==> src/rtl/sbrom_pkg.sv <==
package sbrom_pkg;
  localparam int MODE_W = 5;
  localparam int BEAT_W = 3;

  typedef struct packed {
    logic                loadRow;
    logic                loadCol;
    logic                emit;
    logic [BEAT_W-1:0]   beat;
    logic                blLong;
    logic                ilv;
  } strobe_t;
endpackage

==> src/rtl/sbrom_ctrl.sv <==
module sbrom_ctrl
  import sbrom_pkg::*;
(
  input  logic              clk,
  input  logic              rst,
  input  logic              csEn,
  input  logic              rowCmd,
  input  logic              colCmd,
  input  logic              modeCmd,
  input  logic [MODE_W-1:0] modeKey,
  output strobe_t           stb,
  output logic              errFlag
);
  // key layout: [0] row latency-1, [2:1] column latency-3, [3] length 8, [4] interleave
  localparam logic [MODE_W-1:0] MODE_RESET = 5'b00101;

  logic [MODE_W-1:0] modeReg;
  logic              isMode, isRow, isCol, colOk, colAccept, colEarly;
  logic [1:0]        rowLat, rowAge;
  logic              rowOpen;
  logic [2:0]        colLat, waitCnt;
  logic              busy, fire, curLong, curIlv;
  logic [BEAT_W-1:0] beat, lastBeat;

  always_comb begin
    isMode    = csEn & modeCmd;
    isRow     = csEn & rowCmd & ~modeCmd;
    isCol     = csEn & colCmd & ~modeCmd & ~rowCmd;
    rowLat    = modeReg[0] ? 2'd2 : 2'd1;
    colLat    = 3'd3 + {1'b0, modeReg[2:1]};
    colOk     = rowOpen && (rowAge >= rowLat);
    colAccept = isCol & colOk;
    colEarly  = isCol & ~colOk;
    fire      = (waitCnt == 3'd1);
    lastBeat  = curLong ? BEAT_W'(7) : BEAT_W'(3);

    stb.loadRow = isRow;
    stb.loadCol = colAccept;
    stb.emit    = (fire | busy) & ~colAccept;
    stb.beat    = busy ? beat : '0;
    stb.blLong  = curLong;
    stb.ilv     = curIlv;
  end

  always_ff @(posedge clk) begin
    if (rst) begin
      modeReg <= MODE_RESET;
      rowOpen <= 1'b0;
      rowAge  <= 2'd0;
      waitCnt <= 3'd0;
      busy    <= 1'b0;
      beat    <= '0;
      curLong <= 1'b0;
      curIlv  <= 1'b0;
      errFlag <= 1'b0;
    end else begin
      errFlag <= colEarly;
      if (isMode) modeReg <= modeKey;

      if (isRow) begin
        rowOpen <= 1'b1;
        rowAge  <= 2'd1;
      end else if (rowAge != 2'd3) begin
        rowAge <= rowAge + 2'd1;
      end

      if (fire) begin
        waitCnt <= 3'd0;
        busy    <= 1'b1;
        beat    <= BEAT_W'(1);
      end else if (waitCnt != 3'd0) begin
        waitCnt <= waitCnt - 3'd1;
      end else if (busy) begin
        if (beat == lastBeat) busy <= 1'b0;
        else                  beat <= beat + BEAT_W'(1);
      end

      if (colAccept) begin
        waitCnt <= colLat - 3'd1;
        busy    <= 1'b0;
        beat    <= '0;
        curLong <= modeReg[3];
        curIlv  <= modeReg[4];
      end
    end
  end
endmodule

==> src/rtl/sbrom_datapath.sv <==
module sbrom_datapath
  import sbrom_pkg::*;
#(
  parameter int ROW_W  = 13,
  parameter int COL_W  = 9,
  parameter int HALF_W = 16
) (
  input  logic                clk,
  input  logic                rst,
  input  strobe_t             stb,
  input  logic                wordMode,
  input  logic                dqm,
  input  logic [ROW_W-1:0]    addr,
  output logic [2*HALF_W-1:0] dataOut,
  output logic                dataOe
);
  localparam int AW = ROW_W + COL_W;
  localparam logic [HALF_W-1:0] SEED = HALF_W'(16'h5A3C);

  function automatic logic [HALF_W-1:0] romHalf(input logic [AW-1:0] a);
    logic [HALF_W-1:0] lo;
    lo = a[HALF_W-1:0];
    return {lo[HALF_W/2-1:0], lo[HALF_W-1:HALF_W/2]} ^ HALF_W'(a >> HALF_W) ^ SEED;
  endfunction

  logic [ROW_W-1:0]  openRow, burstRow;
  logic [COL_W-1:0]  burstCol, beatCol, maskW, stepped;
  logic              burstX16, maskD1, show;
  logic [HALF_W-1:0] laneWord [2];

  always_ff @(posedge clk) begin
    if (rst) begin
      openRow  <= '0;
      burstRow <= '0;
      burstCol <= '0;
      burstX16 <= 1'b1;
    end else begin
      if (stb.loadRow) openRow <= addr;
      if (stb.loadCol) begin
        burstRow <= openRow;
        burstCol <= wordMode ? addr[COL_W-1:0] : {1'b0, addr[COL_W-2:0]};
        burstX16 <= wordMode;
      end
    end
  end

  always_comb begin
    maskW   = stb.blLong ? COL_W'(7) : COL_W'(3);
    stepped = stb.ilv ? (burstCol ^ COL_W'(stb.beat)) : (burstCol + COL_W'(stb.beat));
    beatCol = (burstCol & ~maskW) | (stepped & maskW);
  end

  for (genvar lane = 0; lane < 2; lane++) begin : g_lane
    logic [AW-1:0] laneAddr;
    assign laneAddr = burstX16 ? {burstRow, beatCol}
                               : {burstRow, beatCol[COL_W-2:0], 1'(lane)};
    assign laneWord[lane] = (burstX16 && lane == 1) ? '0 : romHalf(laneAddr);
  end

  assign show = stb.emit & ~maskD1;

  always_ff @(posedge clk) maskD1 <= dqm;

  always_ff @(posedge clk) begin
    if (rst) begin
      dataOe  <= 1'b0;
      dataOut <= '0;
    end else begin
      dataOe  <= show;
      dataOut <= show ? {laneWord[1], laneWord[0]} : '0;
    end
  end
endmodule

==> src/rtl/sync_burst_rom.sv <==
module sync_burst_rom
  import sbrom_pkg::*;
#(
  parameter int ROW_W  = 13,
  parameter int COL_W  = 9,
  parameter int HALF_W = 16
) (
  input  logic                clk,
  input  logic                rst,
  input  logic                csEn,
  input  logic                rowCmd,
  input  logic                colCmd,
  input  logic                modeCmd,
  input  logic                wordMode,
  input  logic                dqm,
  input  logic [ROW_W-1:0]    addr,
  output logic [2*HALF_W-1:0] dataOut,
  output logic                dataOe,
  output logic                errFlag
);
  strobe_t stb;

  sbrom_ctrl u_ctrl (
    .clk     (clk),
    .rst     (rst),
    .csEn    (csEn),
    .rowCmd  (rowCmd),
    .colCmd  (colCmd),
    .modeCmd (modeCmd),
    .modeKey (addr[MODE_W-1:0]),
    .stb     (stb),
    .errFlag (errFlag)
  );

  sbrom_datapath #(
    .ROW_W  (ROW_W),
    .COL_W  (COL_W),
    .HALF_W (HALF_W)
  ) u_dp (
    .clk      (clk),
    .rst      (rst),
    .stb      (stb),
    .wordMode (wordMode),
    .dqm      (dqm),
    .addr     (addr),
    .dataOut  (dataOut),
    .dataOe   (dataOe)
  );
endmodule

==> config.mk <==
export PLATFORM = sky130hd
export DESIGN_NAME = sync_burst_rom
export DESIGN_NICKNAME = d
export VERILOG_FILES = /design/src/rtl/sbrom_pkg.sv /design/src/rtl/sbrom_ctrl.sv /design/src/rtl/sbrom_datapath.sv /design/src/rtl/sync_burst_rom.sv
export SDC_FILE = /design/constraint.sdc
export NUM_CORES = 1
export LEC_CHECK = 0
export ABC_CLOCK_PERIOD_IN_PS = 2190
export BUFFER_PORTS_ARGS = -buffer_cell sky130_fd_sc_hd__buf_4
export CORE_MARGIN = 2
export CORE_UTILIZATION = 35
export DETAILED_ROUTE_END_ITERATION = 10
export PLACE_DENSITY = 0.54
export SLEW_MARGIN = 20
export SYNTH_ARGS = -nofsm -noshare
export SYNTH_HDL_FRONTEND = slang
export SYNTH_SLANG_ARGS = --single-unit
==> constraint.sdc <==
create_clock -name clk -period 2.19 [get_ports clk]
set_input_delay 0.438 -clock clk [delete_from_list [all_inputs] [get_ports clk]]
set_output_delay 0.438 -clock clk [all_outputs]
set_load 0.05 [all_outputs]
==> impl_results.md, run 1 <==
- XOR/XNOR share of the synthesized area: 0.02966
- Min Clock Period, post-route: 2.083 ns
- Switching portion of total power: 0.2972
- Synth Cell Area: 3248 um^2
- Routed wire per std cell: 12.58 um
- Int Power: 2.423 mW
- Total Die Area: 10070 um^2
- Hold-fix buffer count after cts: 0
- Die height: 100.3 um
- Residual overflow from global routing: 0
- GRT Util Overall: 0.1394
- Final count of negative-setup-slack endpoints: 0
- Adder-Cell Fraction of Synth Area: 0.04083
- Clock Latency Late Sink: 0.35 ns
- Worst Hold Class: in2reg
- PortBufs: 54
- # clock sinks: 88
- RD Place Congestion: 0.7890
- Syn avg cell area: 9.073 um^2
- First-pass GRT wire length: 10940 um
- Hold Worst Slack: 0.1821 ns
- Most frequent cells in the layout: dfxtp_1 (87), nand2_1 (81), buf_4 (64)
- Post-Synth Simple-Gate Area: 0.2188
- Tightest Pin Transition: 0.5726 ns
- Combinational family with the most area after synthesis: simple AND/OR/NAND/NOR gates
- Combinational power share: 0.191
- Share of layout cells above drive strength 1: 0.2162
- Fin crit share: 0.9514
- Buf/Inv on CP: 0
- Area of the core: 9109 um^2
- RSZ-0062 raised after global routing: false
- Slowest cell on crit path: or3b_2
- Crit path DAT: 2.38 ns
- Critical path required time: 2.48 ns
- Status: finished, final reports clean
- Post-synthesis compound-gate area fraction: 0.1055
- Cell Count, Final, Fillers Out: 532
- Vias in the first global route: 2263
- Pwr per Cell Area: 866.3 nW/um^2
- Die Width: 100.3 um
- Fill cells: 910
- Post-DP HPWL: 4722 um
- Via/cell ratio: 4.645
- Slew Limit Fails: 0
- Worst slew margin: 0.6183
- 1st-pass router iterations: 4
- Clock Path Buffers: 2
- Initial DRC Count: 109
- Crit path capture type: flop
- # nets final: 447
- Overall Power: 3.448 mW
- CP max FO: 3
- Max rail drop VDD: 285.4 uV
- Mapped Cells: 358
- Cell Rows: 35
- Postcts setup bufs: 0
- Flop pwr share: 0.508
- Pin count of the biggest net entering global routing: 55
- # DRC: 0
- Post-Route WL: 6690 um
- Fin. Hold Viols: 0
- Max Cap Viol: 0
- Crit path kind: reg2reg
- Inserted Clock Buffers: 9
- Post-route ant nets: 0
- Mux cell area share after synthesis: 0.02465
- H-tree Lvls: 3
- Area Growth Syn to Fin: 22.53%
- Worst-path clk slew: 0.09 ns
- Ys Warns: 0
- Initial Utilization: 0.3566
- Final TNS setup: 0 ns
- Startpoint Class: flop
- Cell repeated most along the worst path: a21oi_1
- CTS tree: done
- Cell area after placement: 3794 um^2
- Worst path max stage delay: 0.45 ns
- I/O pin cnt: 55
- F_max: 480.0 MHz
- Psw: 1.025 mW
- Synthesized net count: 389
- Most common cell after layout, fill and taps aside: dfxtp_1
- Setup Skew: 0.005633 ns
- Clock group share of total power: 0.300
- Synth cell types: 40
- Flops & latches, synth: 88
- Initial antenna violation count: 0
- Placed Cells: 516
- Leak: 1.721 nW
- Final Cell Area: 3980 um^2
- Sequential share of the synthesized area: 0.5424
- # diodes: 0
- Clock root buffer: clkbuf_8
- Cell breakdown of the critical path: and2_1 > ha_1 > fa_1 > nor2b_1 > xnor2_1 > a21oi_1 > or3b_2 > a21oi_1
- Top Family by Delay on Critical Path: simple AND/OR/NAND/NOR gates
- Vias: 2471
area by class of cell:
class / count / area, um^2 / area share
Multi-Input combinational cell: 244 / 1365 / 0.3430
Clock buffer: 11 / 141.4 / 0.03552
Inverter: 8 / 30.03 / 0.007545
Clock inverter: 5 / 41.29 / 0.01037
Tap cell: 111 / 138.9 / 0.03489
Sequential cell: 88 / 1763 / 0.4429
Timing Repair Buffer: 65 / 500.5 / 0.1257
flip-flops by register name (all words and copies together) (netlist names):
name / count
u_dp.openRow: 13
u_ctrl.rowAge: 2
u_ctrl.modeReg: 5
u_ctrl.errFlag: 1
u_ctrl.busy: 1
u_ctrl.waitCnt: 3
u_ctrl.beat: 3
u_ctrl.curLong: 1
u_dp.burstX16: 1
u_dp.dataOut: 32
u_dp.maskD1: 1
u_dp.dataOe: 1
u_ctrl.curIlv: 1
u_ctrl.rowOpen: 1
u_dp.burstRow: 13
u_dp.burstCol: 9
final timing paths:
kind / start / to / slack (ns) / cells past startpoint
worst max-delay path: u_ctrl.beat[0] / u_dp.dataOut[11] / 0.11 / 8
worst min-delay path: dqm / u_dp.maskD1 / 0.18 / 1
worst max register to register: u_ctrl.beat[0] / u_dp.dataOut[11] / 0.11 / 8
worst min register to register: u_dp.openRow[2] / u_dp.burstRow[2] / 0.45 / 2
synth_stat cells:
cell type | n | share of area
a211o_1 | 3 | 0.0081
a211oi_1 | 2 | 0.0046
a211oi_2 | 1 | 0.0039
a21oi_1 | 48 | 0.074
and2_1 | 9 | 0.017
and2b_1 | 1 | 0.0023
and2b_2 | 1 | 0.0027
and3_1 | 4 | 0.0077
buf_1 | 1 | 0.0012
buf_2 | 6 | 0.0092
buf_4 | 1 | 0.0023
buf_6 | 2 | 0.0069
clkbuf_1 | 8 | 0.0092
dfxtp_1 | 88 | 0.54
fa_1 | 1 | 0.0062
ha_1 | 9 | 0.035
inv_1 | 7 | 0.0081
inv_2 | 1 | 0.0012
mux2i_1 | 8 | 0.025
nand2_1 | 81 | 0.094
nand2b_1 | 4 | 0.0077
nand3_1 | 5 | 0.0077
nand3b_1 | 2 | 0.0046
nand4b_1 | 1 | 0.0027
nand4b_4 | 1 | 0.0073
nor2_1 | 30 | 0.035
nor2_2 | 2 | 0.0039
nor2b_1 | 4 | 0.0077
nor3_1 | 4 | 0.0062
nor3b_1 | 1 | 0.0023
nor4_1 | 3 | 0.0058
o211a_1 | 1 | 0.0031
o211ai_1 | 1 | 0.0023
o21ai_0 | 2 | 0.0031
o21ba_2 | 1 | 0.0031
o21bai_2 | 1 | 0.0035
or2_1 | 1 | 0.0019
or3b_2 | 1 | 0.0027
xnor2_1 | 4 | 0.011
xor2_1 | 7 | 0.019
cells by family (layout without fill, tap and decap cells):
| group | count (synthesis) | count (layout) |
|---|---|---|
| xor+xnor | 11 | 11 |
| mux | 8 | 8 |
| flops | 88 | 88 |
| simple gates | 155 | 155 |
| compound gates | 60 | 60 |
| buf+inv | 26 | 89 |
| fa+ha+maj | 10 | 10 |
power by group through the flow:
stage | sequential (mW) | combinational (mW) | clock, mW
finish | 1.75 | 0.660 | 1.04
global route | 1.76 | 0.720 | 1.13
CTS | 1.75 | 0.661 | 1.07
detailed placement | 1.79 | 0.658 | 0
global placement | 1.78 | 0.650 | 0
floorplan | 1.89 | 0.339 | 0
metrics by stage:
stage,utilization,setup WS [ns]
global route,0.4370,0.006666
global placement,0.4165,0.1098
detailed placement,0.4165,0.07491
floorplan,-,0.1629
finish,0.4370,0.1065
CTS,0.4365,0.05416
per-layer routing:
metal,vias up,part of all wire,global-route usage
li1,1285,-,-
met1,1121,0.48,0.1846
met2,51,0.46,0.2189
met3,14,0.041,0.02507
met4,0,0.024,0.06955
met5,-,0,0
timing repair:
action | in CTS | in global routing
setup endpoints to repair | 0 | 3
hold endpoints to repair | 0 | 0
resized for setup | 0 | 2
Power figures use the tool's default switching activity.
==> run 2: changes to the inputs <==
Settings changed: ABC_AREA set to 1.
==> impl_results.md, run 2 <==
- Status: finished, final reports clean
- Syn avg cell area: 8.294 um^2 (-8.6%)
- Overall Power: 3.575 mW (+3.7%)
- Synthesized net count: 435 (+12%)
- Post-route ant nets: 0 (unchanged)
- H-tree Lvls: 3 (unchanged)
- Gr busiest metal: met2
- # DRC: 0 (unchanged)
- Total Die Area: 10370 um^2 (+3.0%)
- Post-Route WL: 6743 um (+0.79%)
- Pin count of the biggest net entering global routing: 31 (-44%)
- Pwr per Cell Area: 882.2 nW/um^2 (+1.8%)
- RSZ-0062 raised after global routing: false
- Max rail drop VDD: 376.1 uV (+32%)
- # clock sinks: 88 (unchanged)
- Top Family by Delay on Critical Path: buffers and inverters
- Die Width: 101.8 um (+1.5%)
- Clock Latency Late Sink: 0.36 ns (about the same)
- Most frequent cells after synthesis: dfxtp_1 (88), nand2_1 (71), nor2_1 (68)
- Number of flops mapped to enable cells by yosys: 0 (unchanged)
- CTS tree: done
- Fin. Hold Viols: 0 (unchanged)
- Worst Hold Class: in2reg
- Worst slew margin: 0.6740 (+0.05572)
- Setup Skew: 0.01485 ns (+0.009216 ns)
- Most frequent cells in the layout: dfxtp_1 (88), nand2_1 (71), nor2_1 (68)
- Min Clock Period, post-route: 1.807 ns (-0.2767 ns)
- Max reg flops: 32 (unchanged)
- Area Growth Syn to Fin: 20.95%
- Biggest regs: u_dp.dataOut: 32 flops, u_dp.burstRow: 13 flops, u_dp.openRow: 13 flops
- Residual overflow from global routing: 0 (unchanged)
- Sequential share of the synthesized area: 0.5258 (-0.01661)
- Flops & latches, synth: 88 (unchanged)
- Via/cell ratio: 4.393 (-5.4%)
- Clock root buffer: clkbuf_8
- Dominant cell type by area after synthesis: dfxtp_1
- Worst-path clk slew: 0.09 ns (about the same)
- First-pass GRT wire length: 11030 um (+0.89%)
- Most common cell after layout, fill and taps aside: dfxtp_1
- Met2 usage: 0.2242 (+0.005295)
- Area of the multi-input gates: 1321 um^2 (-3.2%)
- Clock Path Buffers: 2 (unchanged)
- Final count of negative-setup-slack endpoints: 0 (unchanged)
- Vias: 2596 (+5.1%)
- Count leader, synth: dfxtp_1
- Share of layout cells above drive strength 1: 0.2208 (+0.004627)
- Fin crit share: 0.8250 (-0.1264)
- Ys Warns: 0 (unchanged)
- Grt met3 use: 0.03215 (+0.007078)
- Critical path required time: 2.43 ns (-0.05 ns)
- Cell breakdown of the critical path: inv_1 > ha_1 > nand2_1 > nand3_2 > nand3_2 > buf_4 > inv_2 > nand2_1 > o211ai_1
- Hold-fix buffer count after cts: 0 (unchanged)
- Postcts setup bufs: 0 (unchanged)
- Worst path max stage delay: 0.37 ns (-0.08 ns)
- GRT Util Overall: 0.1374 (-0.001973)
- F_max: 553.5 MHz (+15%)
- Met1 usage: 0.1749 (-0.009640)
- RD Place Congestion: 0.7513 (-4.8%)
- Biggest register: u_dp.dataOut
- Yosys top cell area share: 0.5258 (-0.01661)
- Cell Rows: 35 (unchanged)
- Post-CTS Resized: 0 (unchanged)
- FFs w/ async S/R, synth: 0 (unchanged)
- Register area: 1762 um^2 (about the same)
- Synth cell types: 33 (-18%)
- Synth top area cells: dfxtp_1 (53%), nand2_1 (8.0%), nor2_1 (7.6%), a21oi_1 (5.1%), inv_1 (3.8%)
- Die height: 101.8 um (+1.5%)
- Leak: 1.850 nW (+7.5%)
- Final Core Density: 0.4365 (about the same)
- Synth Cell Area: 3351 um^2 (+3.2%)
- Startpoint Class: flop
- 1st-pass router iterations: 4 (unchanged)
- Tightest Pin Transition: 0.4885 ns (-0.08411 ns)
- I/O pin cnt: 55 (unchanged)
- Initial Utilization: 0.3609 (+0.004323)
- # diodes: 0 (unchanged)
- Fill cells: 982 (+7.9%)
- Inserted Clock Buffers: 9 (unchanged)
- Max Cap Viol: 0 (unchanged)
- Slowest cell on crit path: dfxtp_1
- Post-DP HPWL: 4831 um (+2.3%)
- PortBufs: 54 (unchanged)
- Buf/Inv on CP: 3 (+3)
- Final TNS setup: 0 ns (unchanged)
- Vias in the first global route: 2377 (+5.0%)
- CP max FO: 25 (+22)
- # nets final: 489 (+9.4%)
- Initial DRC Count: 110 (+0.92%)
- Area of the core: 9284 um^2 (+1.9%)
- Most used DFF post-synth: dfxtp_1
- Crit path capture type: flop
- Routed wire per std cell: 11.41 um (-9.3%)
- Crit path DAT: 2.04 ns (-0.34 ns)
- Slew Limit Fails: 0 (unchanged)
- Initial antenna violation count: 0 (unchanged)
- Crit path kind: reg2reg
- Mapped Cells: 404 (+13%)
-- run 2: cell count changes in the layout (fill, tap and decap cells not counted), sizes merged, moves of 6 or more --
cell and change:
inv +33, nand2 -6, and2 -9, o21ai +28, buf -7, nand3 +7, nor2 +49, mux2i -7
a21oi -14
-- run 2: final timing paths --
kind	slack, ns	cells after the start	to	from
max	0.38	9	u_dp.burstX16	u_ctrl.rowAge[0]
min	0.19	1	u_dp.maskD1	dqm
max reg2reg	0.38	9	u_dp.burstX16	u_ctrl.rowAge[0]
min reg2reg	0.45	1	u_dp.dataOut[28]	u_dp.burstCol[3]
-- run 2: cell type report --
class / count / area share
Inverter: 41 / 0.03859
Tap cell: 129 / 0.03983
Multi-Input combinational cell: 260 / 0.3260
Clock buffer: 9 / 0.03057
Sequential cell: 88 / 0.4347
Timing Repair Buffer: 58 / 0.1074
Clock inverter: 6 / 0.02285
-- run 2: power breakdown --
group	internal (mW)	total, mW	switching, mW
Combinational	0.209	0.605	0.396
Clock	0.642	1.23	0.589
Sequential	1.69	1.74	0.0493
Total	2.54	3.58	1.03
-- run 2: routing by layer --
layer  vias to the layer above  wire length (um)
li1                       1378                 -
met4                         0               121
met1                      1160              3194
met2                        46              3123
met5                         -                 0
met3                        12               303
-- run 2: kinds of logic (layout without fill, tap and decap cells) --
group,Yosys count,in the layout,share of synthesized area
xor gates and xnor gates,6,6,0.01568
adders and majority gates,10,10,0.03958
buffers and inverters,56,114,0.07991
AOI/OAI and AO/OA,68,68,0.1038
muxes,1,1,0.002987
and+or+nand+nor,175,175,0.2323
DFF,88,88,0.5258
-- run 2: through the flow --
step	std cells	worst slack (ns)	instance area (um^2)	hold WS [ns]
6_report	591	0.3832	4053	0.1915
2_1_floorplan	404	0.5721	3351	0.4236
3_5_place_dp	576	0.3865	3836	0.4374
4_1_cts	591	0.3782	4053	0.1767
5_1_grt	591	0.2310	4053	0.1729
3_3_place_gp	576	0.4625	3836	0.4387
==> run 3: changes to the inputs <==
Settings changed: ABC_CLOCK_PERIOD_IN_PS 2190 to 1500.
Clock period 2.19 ns to 1.5 ns, I/O delays scaled along.
==> impl_results.md, run 3 (synthesis gave the netlist of run 2 again) <==
- Final setup margin: -0.1356 ns (-0.5189 ns)
- Die Width: 101.8 um (unchanged)
- I/O pin cnt: 55 (unchanged)
- RSZ-0062 raised after global routing: true
- # clock sinks: 88 (unchanged)
- Final Core Density: 0.5477 (+0.1112)
- Final count of negative-setup-slack endpoints: 57 (+57)
- Biggest register: u_dp.dataOut
- R2R Path End: u_dp.dataOut[8]
- Cell breakdown of the critical path: inv_4 > ha_4 > nand2_4 > nand3_4 > nand3_4 > nand2_4 > inv_6 > buf_8 > buf_6 > nand3_2 > nor2_2
- Register-to-register setup slack: -0.14 ns (-0.52 ns)
- Share of layout cells above drive strength 1: 0.4879 (+0.2671)
- Max reg flops: 32 (unchanged)
- CP max FO: 7 (-72%)
- Clock Latency Late Sink: 0.36 ns (about the same)
- WHS Path Cells: 1 (unchanged)
- Worst-path clk slew: 0.09 ns (about the same)
- Routed wire per std cell: 12.84 um (+13%)
- Worst Hold Class: in2reg
- Inserted Clock Buffers: 9 (unchanged)
- RD Place Congestion: 0.7652 (+1.9%)
- Initial antenna violation count: 0 (unchanged)
- Crit path depth: 11 (+2)
- Vias in the first global route: 2592 (+9.0%)
- Min Clock Period, post-route: 1.636 ns (-0.1711 ns)
- Slowest cell on crit path: dfxtp_2
- Flop pwr share: 0.448 (-0.038)
- Post-DP HPWL: 4961 um (+2.7%)
- Via/cell ratio: 4.512 (+2.7%)
- # DRC: 0 (unchanged)
- H-tree Lvls: 3 (unchanged)
- Crit path DAT: 1.90 ns (-0.14 ns)
- Failing checks: setup timing
- Fin. Hold Viols: 0 (unchanged)
- 1st-pass router iterations: 4 (unchanged)
- Crit path capture type: flop
- Reg2reg start: u_ctrl.modeReg[0]
- GRT Util Overall: 0.1507 (+0.01332)
- Clock group share of total power: 0.318 (-0.026)
- Wire length on met1: 3514 um (+10%)
- Most frequent cells in the layout: dfxtp_1 (80), buf_4 (72), nor2_1 (52)
- Tightest Pin Transition: 0.4526 ns (-0.03586 ns)
- Buf/Inv on CP: 4 (+1)
- Hold-fix buffer count after cts: 0 (unchanged)
- WL met2: 4073 um (+30%)
- Switching portion of total power: 0.3069 (+0.01745)
- Area Growth Syn to Fin: 51.76%
- Overall Power: 5.715 mW (+60%)
- Max rail drop VDD: 523.6 uV (+39%)
- Psw: 1.754 mW (+69%)
- Setup Skew: 0.006815 ns (-0.008034 ns)
- Cell Rows: 35 (unchanged)
- End point of the worst hold path: u_dp.maskD1
- Crit path kind: reg2reg
- R2R depth: 11 (+2)
- Post-route ant nets: 0 (unchanged)
- Worst slew margin: 0.6979 (+0.02394)
- Hold Startpoint: dqm
- CTS tree: done
- Max Cap Viol: 0 (unchanged)
- Die height: 101.8 um (unchanged)
- Area of the core: 9284 um^2 (unchanged)
- Top routing layer in use: met4
- Pin count of the biggest net entering global routing: 21 (-32%)
- Combinational power share: 0.234 (+0.065)
- F_max: 611.4 MHz (+10%)
- Initial DRC Count: 58 (-47%)
- Post-Route WL: 8001 um (+19%)
- PortBufs: 54 (unchanged)
- Residual overflow from global routing: 0 (unchanged)
- Hold Worst Slack: 0.03345 ns (-0.1581 ns)
- Fin crit share: 1.090 (+0.2654)
- Biggest regs: u_dp.dataOut: 32 flops, u_dp.burstRow: 13 flops, u_dp.openRow: 13 flops
- Pwr per Cell Area: 1124 nW/um^2 (+27%)
- Total Die Area: 10370 um^2 (unchanged)
- # nets final: 521 (+6.5%)
- Initial Utilization: 0.3609 (unchanged)
- Clock Path Buffers: 2 (unchanged)
- Pre-CTS WS: -0.1117 ns (-0.4982 ns)
- First-pass GRT wire length: 11950 um (+8.3%)
- Worst path max stage delay: 0.35 ns (-0.02 ns)
- Slew Limit Fails: 0 (unchanged)
- Met3 WL: 230 um (-24%)
- Leak: 2.140 nW (+16%)
- Vias: 2811 (+8.3%)
- Critical path required time: 1.77 ns (-0.66 ns)
- Int Power: 3.961 mW (+56%)
- # diodes: 0 (unchanged)
- Most common cell after layout, fill and taps aside: dfxtp_1
- Clock root buffer: clkbuf_8
- Status: finished with violations
- Top Family by Delay on Critical Path: simple AND/OR/NAND/NOR gates
- Startpoint Class: flop
## run 3: changes by cell type in the layout (fill, tap and decap cells not counted), moves of 9 or more
cell | previous run | this run
a21oi_1 | 34 | 5
a21oi_2 | 0 | 29
buf_4 | 58 | 72
nand2_1 | 71 | 42
nand2_2 | 3 | 12
nand2_4 | 1 | 20
nor2_1 | 68 | 52
nor2_4 | 1 | 10
## run 3: worst max path at each step
stage          slack, ns               end               from
2_1_floorplan      -0.03  u_dp.dataOut[10]        u_ctrl.busy
5_1_grt            -0.22  u_dp.dataOut[11]        u_ctrl.busy
3_5_place_dp       -0.11  u_dp.dataOut[18]   u_ctrl.rowAge[0]
3_3_place_gp       -0.06  u_dp.dataOut[10]        u_ctrl.busy
4_1_cts             -0.1  u_dp.dataOut[11]        u_ctrl.busy
6_report           -0.14   u_dp.dataOut[8]  u_ctrl.modeReg[0]
## run 3: final cells by class
type | count | area [um^2]
fill | 851 | 4199
clock inverter | 6 | 93.84
timing repair inverter | 1 | 16.27
timing repair buffer | 88 | 837.1
clock buffer | 9 | 123.9
sequential | 88 | 1774
tap | 129 | 161.4
multi-input combinational | 261 | 1902
inverter | 41 | 176.4
## run 3: layer usage
| layer | vias to the layer above | GRT usage |
|---|---|---|
| li1 | 1449 | - |
| met1 | 1305 | 0.1791 |
| met2 | 45 | 0.2591 |
| met3 | 12 | 0.03352 |
| met4 | 0 | 0.07077 |
| met5 | - | 0 |
## run 3: repair_timing
item                       CTS  global route
resized for setup           61           124
pin swaps                   23            32
gates cloned                 4             3
setup endpoints to repair   43            65
buffers inserted             9             6
## run 3: worst reg2reg max path: cells and delay by family (launching register included)
family	cells	cell delay, ns
AND/OR/NAND/NOR	6	0.55
flip-flops	1	0.35
adder cells (fa/ha/maj)	1	0.29
buffers and inverters	4	0.37
## run 3: power by group through the flow
stage / clock network, mW / registers, mW / logic (mW)
final: 1.82 / 2.56 / 1.34
after global placement: 0 / 2.58 / 0.952
after CTS: 1.85 / 2.54 / 1.07
after floorplan: 0 / 2.73 / 0.521
after detailed placement: 0 / 2.59 / 0.967
after global routing: 1.94 / 2.57 / 1.47
## run 3: through the flow
step | cells | setup TNS, ns | area [um^2]
floorplan | 404 | -0.02786 | 3357
global placement | 589 | -0.7863 | 3940
CTS | 617 | -0.8904 | 4567
detailed placement | 589 | -1.955 | 3940
global route | 623 | -7.633 | 5085
finish | 623 | -3.440 | 5085
